==> config.mk <==
export PLATFORM = sky130hd
export DESIGN_NAME = csel_ctrl
export DESIGN_NICKNAME = d
export VERILOG_FILES = /design/src/rtl/csel_pkg.sv /design/src/rtl/csel_bankregs.sv /design/src/rtl/csel_decode.sv /design/src/rtl/csel_seq.sv /design/src/rtl/csel_ctrl.sv
export SDC_FILE = /design/constraint.sdc
export NUM_CORES = 1
export LEC_CHECK = 0
export ABC_CLOCK_PERIOD_IN_PS = 3400
export CAP_MARGIN = 40
export CELL_PAD_IN_SITES_DETAIL_PLACEMENT = 1
export CELL_PAD_IN_SITES_GLOBAL_PLACEMENT = 2
export CORE_AREA = 5 5 259 261
export DETAILED_ROUTE_END_ITERATION = 10
export DIE_AREA = 0 0 264 266
export HOLD_SLACK_MARGIN = 0.02
export PLACE_DENSITY = 0.73
export REMOVE_ABC_BUFFERS = 1
export SYNTH_ARGS = -nofsm -noshare
export SYNTH_HDL_FRONTEND = slang
export SYNTH_SLANG_ARGS = --single-unit
==> constraint.sdc <==
create_clock -name clk -period 3.4 [get_ports clk]
set_input_delay 0.34 -clock clk [delete_from_list [all_inputs] [get_ports clk]]
set_output_delay 0.34 -clock clk [all_outputs]
set_load 0.05 [all_outputs]
==> src/rtl/csel_pkg.sv <==
package csel_pkg;

    localparam int CS_AW     = 32;
    localparam int CS_WAIT_W = 4;
    localparam int CS_SIZE_W = 4;

    typedef enum logic [1:0] {
        PW_8   = 2'd0,
        PW_16  = 2'd1,
        PW_32  = 2'd2,
        PW_RSV = 2'd3
    } port_w_e;

    typedef struct packed {
        logic                 valid;
        logic                 wp;
        port_w_e              width;
        logic [CS_SIZE_W-1:0] size;
        logic [CS_WAIT_W-1:0] waits;
        logic [CS_AW-1:0]     base;
    } bank_cfg_t;

    typedef enum logic [1:0] {
        SQ_IDLE = 2'd0,
        SQ_WAIT = 2'd1,
        SQ_ACK  = 2'd2
    } seq_st_e;

    // Mask keeping the address bits above the bank's block size.
    function automatic logic [CS_AW-1:0] size_mask(input logic [CS_SIZE_W-1:0] code,
                                                   input int min_shift,
                                                   input int max_code);
        int c;
        c = (int'(code) > max_code) ? max_code : int'(code);
        return {CS_AW{1'b1}} << (min_shift + c);
    endfunction

endpackage

==> src/rtl/csel_bankregs.sv <==
module csel_bankregs
    import csel_pkg::*;
#(
    parameter int NBANK    = 8,
    parameter int MAX_CODE = 13,
    localparam int IDX_W   = $clog2(NBANK)
) (
    input  logic                  clk,
    input  logic                  rst,
    input  logic [1:0]            boot_width,
    input  logic                  wr_en,
    input  logic [IDX_W-1:0]      wr_idx,
    input  bank_cfg_t             wr_cfg,
    output bank_cfg_t [NBANK-1:0] cfg
);

    localparam logic [CS_SIZE_W-1:0] BOOT_SIZE = CS_SIZE_W'(MAX_CODE);

    for (genvar b = 0; b < NBANK; b++) begin : g_bank
        always_ff @(posedge clk) begin
            if (rst) begin
                if (b == 0) begin
                    cfg[b].valid <= 1'b1;
                    cfg[b].wp    <= 1'b0;
                    cfg[b].width <= port_w_e'(boot_width);
                    cfg[b].size  <= BOOT_SIZE;
                    cfg[b].waits <= '1;
                    cfg[b].base  <= '0;
                end else begin
                    cfg[b] <= '0;
                end
            end else if (wr_en && (wr_idx == IDX_W'(b))) begin
                cfg[b] <= wr_cfg;
            end
        end
    end

    AST_BOOT_VALID: assert property (@(posedge clk) disable iff (rst)
        $past(rst) |-> (cfg[0].valid && cfg[0].base == '0 && cfg[0].waits == '1));

endmodule

==> src/rtl/csel_decode.sv <==
module csel_decode
    import csel_pkg::*;
#(
    parameter int NBANK     = 8,
    parameter int MIN_SHIFT = 15,
    parameter int MAX_CODE  = 13,
    localparam int IDX_W    = $clog2(NBANK)
) (
    input  logic                  clk,
    input  logic                  rst,
    input  bank_cfg_t [NBANK-1:0] cfg,
    input  logic [CS_AW-1:0]      addr,
    output logic                  hit_any,
    output logic [IDX_W-1:0]      hit_idx,
    output bank_cfg_t             hit_cfg
);

    logic [NBANK-1:0] hit_vec;

    for (genvar b = 0; b < NBANK; b++) begin : g_cmp
        logic [CS_AW-1:0] msk;
        assign msk        = size_mask(cfg[b].size, MIN_SHIFT, MAX_CODE);
        assign hit_vec[b] = cfg[b].valid && ((addr & msk) == (cfg[b].base & msk));
    end

    // Lowest index wins: scan downward so the last assignment is the lowest hit.
    always_comb begin
        hit_idx = '0;
        for (int b = NBANK - 1; b >= 0; b--) begin
            if (hit_vec[b]) hit_idx = IDX_W'(b);
        end
    end

    assign hit_any = |hit_vec;
    assign hit_cfg = cfg[hit_idx];

    AST_PRIO_LOWEST: assert property (@(posedge clk) disable iff (rst)
        hit_any |-> (hit_vec[hit_idx] &&
                     ((hit_vec & ((NBANK'(1) << hit_idx) - NBANK'(1))) == '0)));

    AST_INVALID_NOHIT: assert property (@(posedge clk) disable iff (rst)
        hit_any |-> cfg[hit_idx].valid);

endmodule

==> src/rtl/csel_seq.sv <==
module csel_seq
    import csel_pkg::*;
#(
    parameter int NBANK  = 8,
    localparam int IDX_W = $clog2(NBANK)
) (
    input  logic             clk,
    input  logic             rst,
    input  logic             req,
    input  logic             req_wr,
    input  logic             hit_any,
    input  logic [IDX_W-1:0] hit_idx,
    input  bank_cfg_t        hit_cfg,
    output logic [NBANK-1:0] cs,
    output logic             ta,
    output logic             err,
    output logic [1:0]       acc_width
);

    seq_st_e              st;
    logic [CS_WAIT_W-1:0] cnt;
    logic [IDX_W-1:0]     cur_idx;
    port_w_e              cur_w;
    logic                 err_q;

    always_ff @(posedge clk) begin
        if (rst) begin
            st      <= SQ_IDLE;
            cnt     <= '0;
            cur_idx <= '0;
            cur_w   <= PW_8;
            err_q   <= 1'b0;
        end else begin
            err_q <= 1'b0;
            unique case (st)
                SQ_IDLE: begin
                    if (req && hit_any) begin
                        if (req_wr && hit_cfg.wp) begin
                            err_q <= 1'b1;
                        end else begin
                            st      <= SQ_WAIT;
                            cnt     <= hit_cfg.waits;
                            cur_idx <= hit_idx;
                            cur_w   <= hit_cfg.width;
                        end
                    end
                end
                SQ_WAIT: begin
                    if (cnt == '0) st  <= SQ_ACK;
                    else           cnt <= cnt - 1'b1;
                end
                SQ_ACK:  st <= SQ_IDLE;
                default: st <= SQ_IDLE;
            endcase
        end
    end

    assign cs        = (st != SQ_IDLE) ? (NBANK'(1) << cur_idx) : '0;
    assign ta        = (st == SQ_ACK);
    assign err       = err_q;
    assign acc_width = (st != SQ_IDLE) ? cur_w : PW_8;

    // Independent latency tracker for the acknowledge check.
    logic [CS_WAIT_W:0]   chk_cyc;
    logic [CS_WAIT_W-1:0] chk_n;
    always_ff @(posedge clk) begin
        if (rst) begin
            chk_cyc <= '0;
            chk_n   <= '0;
        end else if (st == SQ_IDLE && req && hit_any && !(req_wr && hit_cfg.wp)) begin
            chk_cyc <= '0;
            chk_n   <= hit_cfg.waits;
        end else if (chk_cyc != '1) begin
            chk_cyc <= chk_cyc + 1'b1;
        end
    end

    AST_TA_LATENCY: assert property (@(posedge clk) disable iff (rst)
        ta |-> (chk_cyc == ({1'b0, chk_n} + 1'b1)));
    AST_TA_PULSE: assert property (@(posedge clk) disable iff (rst)
        ta |=> (!ta && cs == '0));
    AST_CS_ONEHOT: assert property (@(posedge clk) disable iff (rst)
        $onehot0(cs));
    AST_CS_HOLD: assert property (@(posedge clk) disable iff (rst)
        (|cs && !ta) |=> $stable(cs));
    AST_TA_NEEDS_CS: assert property (@(posedge clk) disable iff (rst)
        ta |-> (|cs));
    AST_ERR_NO_CS: assert property (@(posedge clk) disable iff (rst)
        err |-> (cs == '0 && !ta));
    AST_BUSY_NO_ERR: assert property (@(posedge clk) disable iff (rst)
        (|cs) |=> !err);

endmodule

==> src/rtl/csel_ctrl.sv <==
module csel_ctrl
    import csel_pkg::*;
#(
    parameter int NBANK     = 8,
    parameter int MIN_SHIFT = 15,
    parameter int MAX_CODE  = 13,
    localparam int IDX_W    = $clog2(NBANK)
) (
    input  logic                 clk,
    input  logic                 rst,
    input  logic [1:0]           boot_width,
    input  logic                 cfg_we,
    input  logic [IDX_W-1:0]     cfg_bank,
    input  logic                 cfg_valid,
    input  logic [CS_AW-1:0]     cfg_base,
    input  logic [CS_SIZE_W-1:0] cfg_size,
    input  logic [CS_WAIT_W-1:0] cfg_wait,
    input  logic [1:0]           cfg_width,
    input  logic                 cfg_wp,
    input  logic                 req,
    input  logic [CS_AW-1:0]     req_addr,
    input  logic                 req_wr,
    output logic [NBANK-1:0]     cs,
    output logic                 ta,
    output logic                 err,
    output logic [1:0]           acc_width
);

    bank_cfg_t [NBANK-1:0] cfg;
    bank_cfg_t             wr_cfg;
    bank_cfg_t             hit_cfg;
    logic                  hit_any;
    logic [IDX_W-1:0]      hit_idx;

    always_comb begin
        wr_cfg.valid = cfg_valid;
        wr_cfg.wp    = cfg_wp;
        wr_cfg.width = port_w_e'(cfg_width);
        wr_cfg.size  = cfg_size;
        wr_cfg.waits = cfg_wait;
        wr_cfg.base  = cfg_base;
    end

    csel_bankregs #(.NBANK(NBANK), .MAX_CODE(MAX_CODE)) u_regs (
        .clk(clk), .rst(rst), .boot_width(boot_width),
        .wr_en(cfg_we), .wr_idx(cfg_bank), .wr_cfg(wr_cfg), .cfg(cfg)
    );

    csel_decode #(.NBANK(NBANK), .MIN_SHIFT(MIN_SHIFT), .MAX_CODE(MAX_CODE)) u_dec (
        .clk(clk), .rst(rst), .cfg(cfg), .addr(req_addr),
        .hit_any(hit_any), .hit_idx(hit_idx), .hit_cfg(hit_cfg)
    );

    csel_seq #(.NBANK(NBANK)) u_seq (
        .clk(clk), .rst(rst), .req(req), .req_wr(req_wr),
        .hit_any(hit_any), .hit_idx(hit_idx), .hit_cfg(hit_cfg),
        .cs(cs), .ta(ta), .err(err), .acc_width(acc_width)
    );

endmodule

# --- After elaboration in Yosys (flattened, before gate mapping) ---
# Index checks and enable logic that the tools add are counted.
op_classes:
  n_addsub: 9
  multipliers: 0
  div: 0
  n_lt_le_gt_ge: 9
  eq_ne: 21
  n_shift: 9
  mux: 31
  bitwise_logic: 19
  n_reduce_logical: 29
ops:
  columns: ["op", "n"]
  rows:
  - ["32-bit AND", 16]
  - ["5-bit by 32-bit adder with 32-bit output, first input constant", 8]
  - ["32-bit == test", 8]
  - ["32-bit by 32-bit << shifter with 32-bit output, first input constant", 8]
  - ["44-bit binary-select mux with 3-bit select", 1]
  - ["42-bit 2-to-1 mux", 2]
  - ["4-bit 2-to-1 mux", 11]
  - ["43-bit 2-to-1 mux", 1]
  - ["4-bit > comparator, second input constant", 8]
  - ["3-bit 2-to-1 mux", 8]
  - ["1-bit logical AND", 18]
  - ["3-bit == test, second input constant", 4]
  - ["2-bit 2-to-1 mux", 4]
  - ["8-bit 2-to-1 mux", 1]
  - ["4-bit case mux with 2 select lines", 1]
  - ["8-bit OR reduction", 1]
  - ["1-bit by 3-bit << shifter with 8-bit output, first input constant", 1]
  - ["3-bit by 2-bit == test with 1-bit output, second input constant", 2]
  - ["3-bit AND reduction", 2]
  - ["2-bit nonzero test", 3]
  - ["4-bit logical NOT", 1]
  - ["3-bit by 4-bit < comparator with 1-bit output, second input constant", 1]
  - ["2-bit by 1-bit != test with 1-bit output, second input constant", 2]
  - ["2-bit != test, second input constant", 2]
  - ["11 further kinds", 13]
totals:
  ff_bits: 364
  latch_bits: 0
  mem_bits_rw: 0
  rom_bits: 0
  output_inout_bits: 12
  elab_cells: 180
  memories: 0

# --- Depth between registers and ports, before layout ---
logic_depth:
  ltp_word: 21
  depth_mapped: 18

# --- Modules after synthesis ---
# From an unflattened synthesis, not the netlist that was laid out.
hier_totals:
  cells_unflattened: 2488
  area_unflattened_um2: 22661.7
modules_own_cells:
  columns: ["module", "instances", "cells_each", "area_per_inst_um2", "seq_area_each_um2"]
  rows:
  - ["csel_bankregs", 1, 1245, 13730.7, 7066.8]
  - ["csel_decode", 1, 1164, 8236.6, 0.0]
  - ["csel_seq", 1, 79, 694.4, 240.2]

# --- Least setup slack after synthesis ---
# OpenSTA, ideal clock, no wires.
synth_path:
  path_type: "reg-to-reg"
  start: "register u_regs.cfg[344] (netlist name)"
  end: "register u_seq.cnt[0]"
  setup_ns: 0.120
  t_arrival_ns: 3.626
  required_time_ns: 3.280
  slack_ns: -0.347
  path_stages_with_launch: 16
  n_path_buf: 2
  cell_sequence: "dfxtp_1 -> buf_6 -> or2_1 -> ha_1 -> buf_2 -> o21ai_0 -> a2111oi_1 -> a211oi_1 -> or4_1 -> o21a_1 -> a211oi_2 -> mux2i_1 -> mux2i_1 -> mux2_1 -> a21oi_1 -> o31ai_2"
synth_between:
  elab_chain_cells: 20
synth_lines:
  columns: ["element", "line", "rtl"]
  rows:
  - ["4-bit > comparator", "csel_pkg.sv:34", "c = (int'(code) > max_code) ? max_code : int'(code);"]
  - ["4-bit 2-to-1 mux (*)", "csel_pkg.sv:34", null]
  - ["5-bit by 32-bit adder with 32-bit output (*)", "csel_pkg.sv:35", "return {CS_AW{1'b1}} << (min_shift + c);"]
  - ["32-bit by 32-bit << shifter with 32-bit output (*)", "csel_pkg.sv:35", null]
  - ["32-bit AND", "csel_decode.sv:23", "assign hit_vec[b] = cfg[b].valid && ((addr & msk) == (cfg[b].base & msk));"]
  - ["32-bit == test (*)", "csel_decode.sv:23", null]
  - ["1-bit logical AND (*)", "csel_decode.sv:23", null]
  - ["3-bit 2-to-1 mux (8 in a row)", "csel_decode.sv:30", "if (hit_vec[b]) hit_idx = IDX_W'(b);"]
  - ["44-bit binary-select mux with 3-bit select", "csel_decode.sv:35", "assign hit_cfg = cfg[hit_idx];"]
  - ["43-bit 2-to-1 mux (not written as such)", "csel_decode.sv:35", null]
  - ["4-bit 2-to-1 mux / 1-bit logical AND (equally long branches)", "csel_seq.sv:38", "if (req_wr && hit_cfg.wp) begin"]
  - ["4-bit 2-to-1 mux / 2-bit != test (equally long branches)", null, null]
  - ["4-bit case mux with 2 select lines / 4-bit AND reduction (equally long branches)", null, null]
  - ["end signal: assignment", "csel_seq.sv:42", "cnt <= hit_cfg.waits;"]
  - ["end signal: assignment", "csel_seq.sv:50", "else cnt <= cnt - 1'b1;"]
  - ["end: declaration", "csel_seq.sv:21", "logic [CS_WAIT_W-1:0] cnt;"]
# Every way passes the cells marked *; elsewhere a longest branch is shown, timed or not. The select of a mux whose other input is x is not followed.
# A chain may end at the register's enable or synchronous reset.

# --- Worst setup path in the final report ---
layout_path:
  start: "register u_regs.cfg[344] (netlist name)"
  end: "register u_seq.cnt[1]"
layout_between:
  elab_chain_cells: 20
layout_lines:
  columns: ["element", "line"]
  rows:
  - ["4-bit > comparator", "csel_pkg.sv:34"]
  - ["4-bit 2-to-1 mux (*)", "csel_pkg.sv:34"]
  - ["5-bit by 32-bit adder with 32-bit output (*)", "csel_pkg.sv:35"]
  - ["32-bit by 32-bit << shifter with 32-bit output (*)", "csel_pkg.sv:35"]
  - ["32-bit AND", "csel_decode.sv:23"]
  - ["32-bit == test (*)", "csel_decode.sv:23"]
  - ["1-bit logical AND (*)", "csel_decode.sv:23"]
  - ["3-bit 2-to-1 mux (8 in a row)", "csel_decode.sv:30"]
  - ["44-bit binary-select mux with 3-bit select", "csel_decode.sv:35"]
  - ["43-bit 2-to-1 mux (not written as such)", "csel_decode.sv:35"]
  - ["4-bit 2-to-1 mux / 1-bit logical AND (equally long branches)", "csel_seq.sv:38"]
  - ["4-bit 2-to-1 mux / 2-bit != test (equally long branches)", null]
  - ["4-bit case mux with 2 select lines / 4-bit AND reduction (equally long branches)", null]
# Marked as above.

==> results.py <==
metrics = {
    "power": {
        "p_int_uw": 6461,
        "p_comb_frac": 0.139,
        "worst_ir_drop_vdd_mv": 0.2766,
        "clockPowerShare": 0.459,
        "seq_power_share": 0.402,
        "p_switching_uw": 2382,
        "p_sw_frac": 0.2694,
        "p_per_area_nw_per_um2": 427.7,
        "leakagePower_uw": 0.007536,
    },
    "finish": {
        "nets": 2404,
        "final_cell_area_um2": 20680,
        "layout_common_cells": "nand2_1, a21oi_1, dfxtp_1, buf_4, xnor2_1",
        "area_delta_synth_final_pct": 29.37,
        "final_common_cell": "nand2_1",
        "final_util": 0.3220,
        "num-fill-cells": 7656,
        "drive_above_1_share": 0.1798,
    },
    "global_route": {
        "grt_pass1_wl_mm": 102.5,
        "antenna_found_initial": 2,
        "grt_max_degree": 158,
        "track_usage": 0.1864,
        "grt_pass1_vias": 16250,
        "overflow": 0,
    },
    "synthesis": {
        "avgSynthCellArea_um2": 7.456,
        "syn_inst": 2144,
        "ys_seq_area_frac": 0.3669,
        "ys_seq_elements": 292,
        "yosysWarnings": 0,
        "async_reset_ff_frac": 0,
        "synth_cell_types": 103,
        "dominantRegCellSynth": "dfxtp_1",
        "synth_edf_count": 2,
        "synth_area_um2": 15990,
    },
    "critical_path": {
        "cp_num_buf_inv": 0,
        "cp_max_fo": 8,
        "critical_path_class": "flip-flop to flip-flop",
        "cp_top_family": "compound AO/OA/AOI/OAI gates",
        "r2r-start": "u_regs.cfg[344]$_SDFFE_PP0P_",
        "cp.arrival_ns": 4.10,
        "crit_chain": "or2_4 > ha_4 > nor3b_4 > a221o_1 > nand3_1 > a2bb2oi_2 > nor4_4 > o211ai_1 > and4_1 > a21o_1 > o31a_4 > a21o_4 > and2_4 > a221oi_2",
        "rr_endpoint": "u_seq.cnt[1]$_SDFFE_PP0P_",
        "worstRegToRegCells": 14,
        "cpPeakStageDelay_ns": 0.36,
        "cp_data_required_time_ns": 3.87,
        "critical_path.slowest_cell": "nor4_4",
        "endpoint_kind": "flip-flop",
        "r2r_setup_slack_ns": -0.23,
        "start_kind": "flip-flop",
    },
    "cts": {
        "htree_levels": 2,
        "cts_sinks": 292,
        "numCtsBuffers": 36,
        "clkLatencyLatePin_ns": 0.55,
        "cts-root-buf": "clkbuf_16",
        "path_clk_slew_ns": 0.06,
        "cts_max_path_buffers": 3,
        "tritoncts": "built",
        "cts-hold-fix-buffers": 0,
    },
    "floorplan": {
        "design.core.area_um2": 64230,
        "dieArea_um2": 70220,
        "die_width_um": 264,
        "rows": 93,
        "initial_core_util": 0.2489,
        "io_pins": 98,
        "die_h_um": 266,
    },
    "hold_path": {
        "min_to": "u_regs.cfg[58]$_SDFFE_PP0P_",
        "min_path_cells": 2,
        "hp-class": "primary input to flip-flop",
        "min-delay-start": "rst",
    },
    "detailed_routing": {
        "ant_nets": 0,
        "wl_mm": 67.81,
        "vias": 15650,
        "wl_per_cell_um": 21.31,
        "drt-initial-drc-count": 981,
        "drc_errors": 0,
        "highest_layer": "met4",
        "dr.pass1.iters": 5,
        "wl_met3_mm": 2.793,
        "drt-met1-wl_mm": 32.63,
        "dr_wl_met2_mm": 31.21,
        "via_per_inst": 4.917,
    },
    "timing": {
        "fin_tns_setup_ns": -1.823,
        "worst_slew_margin_rel": 0.4079,
        "fin_ws_ns": -0.2295,
        "setup_viol": 10,
        "report.final.slew_viol_count": 0,
        "period_needed_ns": 3.629,
        "rsz0062_at_grt": "yes",
        "clock_skew_ns": 0.01428,
        "worst_pin_slew_ns": 0.8881,
        "fmax_mhz": 275.5,
        "finalHoldViolations": 0,
        "period_share": 1.067,
    },
    "place": {
        "io_buffer_count": 79,
        "hpwl_mm": 48.22,
        "dpl-instance-area_um2": 18940,
        "gp_congestion": 0.9331,
    },
    "outcome": {
        "violations": "negative setup slack",
        "status": "complete, but fails checks",
    },
    "job": {
        "max_cap_viol_count": 0,
    },
}
how the worst max path moves through the flow:
stage,start,endpoint,slack [ns],cells after the start
2_1_floorplan,u_regs.cfg[345]$_SDFFE_PP0P_,u_seq.cnt[0]$_SDFFE_PP0P_,-0.44,14
3_5_place_dp,req_addr[13],u_seq.cnt[2]$_SDFFE_PP0P_,-0.81,14
4_1_cts,u_regs.cfg[344]$_SDFFE_PP0P_,u_seq.cnt[2]$_SDFFE_PP0P_,-0.19,15
5_1_grt,u_regs.cfg[212]$_SDFFE_PP0P_,u_seq.cnt[1]$_SDFFE_PP0P_,-0.40,16
6_report,u_regs.cfg[344]$_SDFFE_PP0P_,u_seq.cnt[1]$_SDFFE_PP0P_,-0.23,14
3_3_place_gp,req_addr[15],u_seq.cnt[3]$_SDFFE_PP0P_,-0.82,17
stage by stage:
step | setup slack [ns] | cells | hold WS (ns) | power (µW)
global placement | -0.8163 | 3107 | 0.4414 | 4781
CTS | -0.1949 | 3179 | 0.1933 | 8920
floorplan | -0.4395 | 1929 | 0.4062 | 4070
detailed placement | -0.8065 | 3110 | 0.4480 | 4810
finish | -0.2295 | 3182 | 0.1969 | 8844
global route | -0.3974 | 3182 | 0.2314 | 9144
registers in the layout (all words and copies together) (netlist names):
signal	flops
u_seq.cur_idx	3
u_seq.cur_w	2
u_seq.st	2
u_regs.cfg	280
u_seq.cnt	4
u_seq.err	1
kinds of logic (layout without fill, tap and decap cells):
family	count (synthesis)	in the layout	synth area share
and+or+nand+nor	821	821	0.2182
AOI/OAI and AO/OA	536	536	0.2022
DFF	292	292	0.3669
buffers and inverters	254	435	0.07326
xor gates and xnor gates	185	185	0.1014
muxes	35	35	0.02207
adders and majority gates	21	21	0.01597
other	0	2	0
Yosys cell counts (5+ instances only):
library cell    n  share of area
a211oi_1        7         0.0033
a21oi_1       327           0.10
a221oi_1        6         0.0033
a22oi_1        15         0.0070
a31oi_1        13         0.0051
buf_2          40          0.013
buf_4          33          0.015
clkbuf_1      126          0.030
clkbuf_2       11         0.0034
dfxtp_1       290           0.36
ha_1           17          0.013
inv_1          36         0.0085
mux2i_1        33          0.021
nand2_1       607           0.14
nand2b_1       25         0.0098
nand3_1        25         0.0078
nand4_1        12         0.0047
nor2_1         59          0.014
nor2b_1        18         0.0070
nor3_1         22         0.0069
nor3b_1         5         0.0023
nor4_1          5         0.0020
o2111ai_1       5         0.0027
o211ai_1       20         0.0094
o21a_1          8         0.0038
o21ai_0        54          0.017
o22ai_1         8         0.0031
or2_2           7         0.0027
or3_1           7         0.0027
xnor2_1       103          0.056
xor2_1         82          0.045
layout make-up:
class	instances	area [µm²]	share of cell area
sequential	292	5868	0.2838
timing repair buffer	334	2964	0.1433
tap	855	1070	0.05173
clock inverter	10	138.9	0.006716
inverter	39	146.4	0.007079
antenna	2	5.005	0.0002420
clock buffer	52	1094	0.05288
multi-input combinational	1598	9394	0.4543
per-layer routing:
| layer | global-route usage | vias up |
|---|---|---|
| met3 | 0.02613 | 62 |
| met2 | 0.3046 | 292 |
| met4 | 0.03930 | 0 |
| met1 | 0.2639 | 7838 |
| met5 | 0 | - |
| li1 | - | 7453 |
repair_timing:
item	CTS	global route
buffers inserted	9	0
gates cloned	2	1
gates resized for setup	70	19
pin swaps	37	7
setup endpoints to repair	11	11
power by group through the flow:
| stage | registers, µW | logic, µW | clock network [µW] |
|---|---|---|---|
| floorplan | 3630 | 444 | 0 |
| global placement | 3620 | 1160 | 0 |
| detailed placement | 3630 | 1180 | 0 |
| CTS | 3550 | 1220 | 4150 |
| global route | 3560 | 1310 | 4270 |
| finish | 3550 | 1230 | 4060 |
Note: power is estimated with default switching activity, not from simulation.
